===== config.mk =====
export PLATFORM = sky130hd
export DESIGN_NAME = qstream_add
export DESIGN_NICKNAME = d
export VERILOG_FILES = /design/src/rtl/qsa_pkg.sv /design/src/rtl/qsa_seg_adder.sv /design/src/rtl/qsa_join.sv /design/src/rtl/qsa_out_stage.sv /design/src/rtl/qstream_add.sv
export SDC_FILE = /design/constraint.sdc
export NUM_CORES = 1
export LEC_CHECK = 0
export ABC_AREA = 0
export BUFFER_PORTS_ARGS = -buffer_cell sky130_fd_sc_hd__buf_2
export CAP_MARGIN = 20
export CORE_AREA = 2 2 306 308
export DETAILED_ROUTE_END_ITERATION = 12
export DIE_AREA = 0 0 308 310
export PLACE_DENSITY_LB_ADDON = 0.15
export REMOVE_ABC_BUFFERS = 1
export SYNTH_ARGS = -nofsm -noshare
export SYNTH_HDL_FRONTEND = slang
export SYNTH_SLANG_ARGS = --single-unit

===== constraint.sdc =====
create_clock -name clk -period 63.9 [get_ports clk]
set_input_delay 6.39 -clock clk [delete_from_list [all_inputs] [get_ports clk]]
set_output_delay 6.39 -clock clk [all_outputs]
set_load 0.05 [all_outputs]

===== src/rtl/qsa_pkg.sv =====
package qsa_pkg;
    localparam int unsigned QSA_W   = 256;
    localparam int unsigned QSA_SEG = 64;

    typedef logic [QSA_W-1:0] qsa_word_t;

    typedef struct packed {
        logic      vld;
        qsa_word_t sum;
    } qsa_stage_t;

    function automatic logic qsa_both_ready(input logic a_empty, input logic b_empty);
        return !a_empty && !b_empty;
    endfunction
endpackage


===== src/rtl/qsa_seg_adder.sv =====
module qsa_seg_adder #(
    parameter int unsigned W   = qsa_pkg::QSA_W,
    parameter int unsigned SEG = qsa_pkg::QSA_SEG
) (
    input  logic [W-1:0] a,
    input  logic [W-1:0] b,
    output logic [W-1:0] s
);
    localparam int unsigned NSEG = W / SEG;

    logic [NSEG-1:0] cin;
    assign cin[0] = 1'b0;

    for (genvar g = 0; g < NSEG; g++) begin : g_seg
        if (g < NSEG - 1) begin : g_mid
            assign {cin[g+1], s[g*SEG +: SEG]} =
                {1'b0, a[g*SEG +: SEG]} + {1'b0, b[g*SEG +: SEG]} + {{SEG{1'b0}}, cin[g]};
        end else begin : g_top
            // carry out of the top segment is dropped: sum is modulo 2^W
            assign s[g*SEG +: SEG] =
                a[g*SEG +: SEG] + b[g*SEG +: SEG] + {{(SEG-1){1'b0}}, cin[g]};
        end
    end
endmodule


===== src/rtl/qsa_join.sv =====
module qsa_join (
    input  logic clk,
    input  logic rst,
    input  logic a_empty,
    input  logic b_empty,
    input  logic can_accept,
    output logic fire
);
    import qsa_pkg::*;

    assign fire = !rst && qsa_both_ready(a_empty, b_empty) && can_accept;

    AST_FIRE_NEEDS_BOTH: assert property (@(posedge clk) disable iff (rst)
        fire |-> (!a_empty && !b_empty));
    AST_FIRE_NEEDS_ROOM: assert property (@(posedge clk) disable iff (rst)
        fire |-> can_accept);
endmodule


===== src/rtl/qsa_out_stage.sv =====
module qsa_out_stage #(
    parameter int unsigned W = qsa_pkg::QSA_W
) (
    input  logic         clk,
    input  logic         rst,
    input  logic         load,
    input  logic [W-1:0] din,
    input  logic         out_full,
    output logic [W-1:0] dout,
    output logic         push,
    output logic         can_accept
);
    logic         vld_q;
    logic [W-1:0] sum_q;

    assign push       = !rst && vld_q && !out_full;
    assign can_accept = !vld_q || !out_full;
    assign dout       = sum_q;

    always_ff @(posedge clk) begin
        if (rst) begin
            vld_q <= 1'b0;
        end else if (load) begin
            vld_q <= 1'b1;
        end else if (push) begin
            vld_q <= 1'b0;
        end
    end

    always_ff @(posedge clk) begin
        if (load) begin
            sum_q <= din;
        end
    end

    AST_HOLD_WHEN_FULL: assert property (@(posedge clk) disable iff (rst)
        (vld_q && out_full) |=> (vld_q && $stable(sum_q)));
    AST_LOAD_SETS_VALID: assert property (@(posedge clk) disable iff (rst)
        load |=> vld_q);
endmodule


===== src/rtl/qstream_add.sv =====
module qstream_add (
    input  logic         clk,
    input  logic         rst,
    input  logic [255:0] a_data,
    input  logic         a_empty,
    output logic         a_pop,
    input  logic [255:0] b_data,
    input  logic         b_empty,
    output logic         b_pop,
    output logic [255:0] c_data,
    input  logic         c_full,
    output logic         c_push
);
    import qsa_pkg::*;

    logic      fire;
    logic      can_accept;
    qsa_word_t sum_c;

    qsa_join u_join (
        .clk        (clk),
        .rst        (rst),
        .a_empty    (a_empty),
        .b_empty    (b_empty),
        .can_accept (can_accept),
        .fire       (fire)
    );

    qsa_seg_adder #(.W(QSA_W), .SEG(QSA_SEG)) u_add (
        .a (a_data),
        .b (b_data),
        .s (sum_c)
    );

    qsa_out_stage #(.W(QSA_W)) u_out (
        .clk        (clk),
        .rst        (rst),
        .load       (fire),
        .din        (sum_c),
        .out_full   (c_full),
        .dout       (c_data),
        .push       (c_push),
        .can_accept (can_accept)
    );

    assign a_pop = fire;
    assign b_pop = fire;

    AST_SUM_NEXT_CYCLE: assert property (@(posedge clk) disable iff (rst)
        a_pop |=> (c_data == ($past(a_data) + $past(b_data))));
    AST_PUSH_AFTER_POP: assert property (@(posedge clk) disable iff (rst)
        (a_pop && !$past(rst)) |=> (c_full || c_push));

    always_ff @(posedge clk) begin
        if (rst) begin
            AST_QUIET_IN_RESET: assert (!a_pop && !b_pop && !c_push);
        end
    end
endmodule


==> run_results.csv <==
group,metric,value,unit
place,dp.cells,4368,
synth,synth_area_leaders,"edfxtp_1 34%, ha_1 14%, a21oi_1 6.4%",
synth,yosys_warnings,0,
cts,clk_path_buf_depth,3,
global_routing,track_usage,18.4,%
cts,cts_tree,"built",
global_routing,grt_overflow,0,
layout,final_common_cell,"buf_2",
sta,max-slew-margin-rel,36.3,%
status,status,"finished, final reports clean",
cts,post-cts-setup-buffers,0,
layout,final_core_util,31.4,%
cts,clock_latency,0.57,ns
global_routing,grt_pass1_vias,21700,
power,ir_drop,0.0144,mV
layout,regArea,0.00771,mm²
layout,num-fill-cells,10000,
synth,avgSynthCellArea,9.14,µm²
hold_path,hp-class,"flip-flop to flip-flop",
global_routing,antenna_found_initial,44,
place,place_hpwl,76.6,mm
power,p_per_area,22.1,mW/mm²
place,gp_congestion,0.906,
synth,synthesis.area,0.0228,mm²
floorplan,die_w,308,µm
worst_setup_path,path_buf_inv,1,
cts,cts_made_buffers,39,
synth,synth_seq_cells,257,
cts,numClockSinks,257,
drt,wl_per_cell,20.8,µm
sta,hold_ws,0.555,ns
layout,postLayoutCellArea,0.0290,mm²
cts,clk_pin_slew,0.06,ns
place,placed_cell_area,0.0278,mm²
sta,maxSlewViolCount,0,
worst_setup_path,cpLargestDelayFamily,"compound AO/OA/AOI/OAI gates",
drt,via_per_inst,4.98,
sta,max_freq,0.0527,GHz
sta,setup_viol,0,
synth,synth_ff_type,"edfxtp_1",
synth,yosysSeqAreaShare,33.8,%
sta,setup_tns,0,ns
layout,fin_nets,3988,
drt,wirelength,92.6,mm
sta,period_share,29.7,%
floorplan,ios,776,
floorplan,start_util,24.6,%
worst_setup_path,critPathLaunchType,"input pin",
drt,ant_nets,0,
worst_setup_path,cpPeakStageDelay,0.56,ns
worst_setup_path,cp_max_fo,5,
floorplan,core,0.0925,mm²
worst_setup_path,crit_required,64.22,ns
drt,first_pass_iters,7,
worst_setup_path,endpoint_kind,"flip-flop",
drt,routed-via-count,22200,
floorplan,die_h,310,µm
place,portBuffers,775,
floorplan,fp-row-count,112,
layout,stdcell_count,4462,
worst_setup_path,crit_type,"input pin to flip-flop",
synth,async_reset_ff_share,0,%
synth,syn_inst,2492,
worst_setup_path,cpMaxStageDelayCell,"fa_1",
synth,yosysUniqueCellTypes,87,
sta,worstMarginPinSlew,0.956,ns
drt,drt_iter0_drc,1413,
drt,route.detailed.drc,0,
layout,mostFrequentLayoutCells,"775 x buf_2, 289 x a21oi_1, 256 x edfxtp_1",
cts,cts-htree-levels,2,
global_routing,grt_max_degree,130,
layout,multi_input_area,0.0143,mm²
global_routing,grt_pass1_wl,134,mm
synth,synthDominantCellAreaShare,33.8,%
power,power_leakage,12.7,nW
layout,syn_to_final_growth,27.4,%
cts,root_buffer,"clkbuf_16",
sta,fin_worst_skew,0.0134,ns
sta,finalHoldViolCount,0,
cts,ctsHoldBuffers,0,
synth,yosysTopAreaCell,"edfxtp_1",
floorplan,die_area,0.0955,mm²
synth,synth_edf_count,256,
run,drv_cap,0,
sta,period_needed,18.99,ns
layout,drive_above_1_share,26.7,%
worst_setup_path,crit_arrival,19.31,ns
cts,cts_resized,0,
sta,rsz0062_at_grt,"no",
-- cell usage after synthesis (30+ instances only) --
library cell	number
a21oi_1	289
edfxtp_1	256
ha_1	252
nand2_1	198
nor2_1	159
xnor2_1	152
o21ai_0	149
a21o_1	129
inv_1	97
clkbuf_1	91
xor2_1	83
nand4_1	68
o21bai_1	55
nand3_1	54
nor3_1	39
nor2b_1	30
-- sequential cells by signal, indices dropped and copies added, names as in the netlist --
| name | cells |
|---|---|
| u_out.dout | 256 |
| u_out.vld_q | 1 |
-- cell type report --
class,instances,share of cell area (%)
Timing Repair Buffer,780,13.5
Multi-Input combinational cell,2037,49.3
Clock buffer,51,3.67
Sequential cell,257,26.6
Inverter,97,1.25
Antenna cell,27,0.233
Tap cell,1197,5.16
Clock inverter,16,0.237
-- where the power goes --
group | total (mW) | switching [mW] | internal, mW
sequential | 0.207 | 0.00249 | 0.204
combinational | 0.232 | 0.147 | 0.0852
clock | 0.203 | 0.0876 | 0.116
total | 0.642 | 0.237 | 0.405
-- routing by layer --
layer | share of wire (%) | track usage, % | vias up
met5 | 0.21 | 0 | -
met4 | 2.4 | 6.74 | 30
met3 | 8.0 | 5.19 | 136
met2 | 49 | 31.0 | 765
met1 | 41 | 22.3 | 10400
li1 | - | - | 10900
-- worst register-to-register path: stages, from the launching register on --
cell	delay, ns
dfxtp_1	0.32
a2111oi_2	0.29
buf_4	0.48
buf_4	0.65
buf_4	0.76
-- per-stage QoR --
step / power (mW) / setup WS (ns)
3_3_place_gp: 0.443 / 44.46
3_5_place_dp: 0.442 / 44.13
5_1_grt: 0.679 / 43.88
4_1_cts: 0.650 / 44.73
2_1_floorplan: 0.378 / 7.40
6_report: 0.642 / 44.91
-- path summary, 6_finish.rpt --
kind | from | cells after the start | endpoint | slack [ns]
min reg2reg | u_out.vld_q$_SDFFE_PP0P_ | 2 | u_out.vld_q$_SDFFE_PP0P_ | 0.55
min | u_out.vld_q$_SDFFE_PP0P_ | 2 | u_out.vld_q$_SDFFE_PP0P_ | 0.55
max | a_data[15] | 48 | u_out.dout[250]$_DFFE_PP_ | 44.91
max reg2reg | u_out.vld_q$_SDFFE_PP0P_ | 4 | u_out.dout[94]$_DFFE_PP_ | 60.94
-- logic make-up after synthesis --
family / Yosys count / share of synthesized area, %
xor gates and xnor gates: 235 / 9.04
DFF: 257 / 33.8
and+or+nand+nor: 654 / 13.8
adders and majority gates: 259 / 14.5
AOI/OAI and AO/OA: 884 / 25.3
buffers and inverters: 198 / 3.34
muxes: 5 / 0.231
No activity file was read; power rests on OpenSTA's default activity.
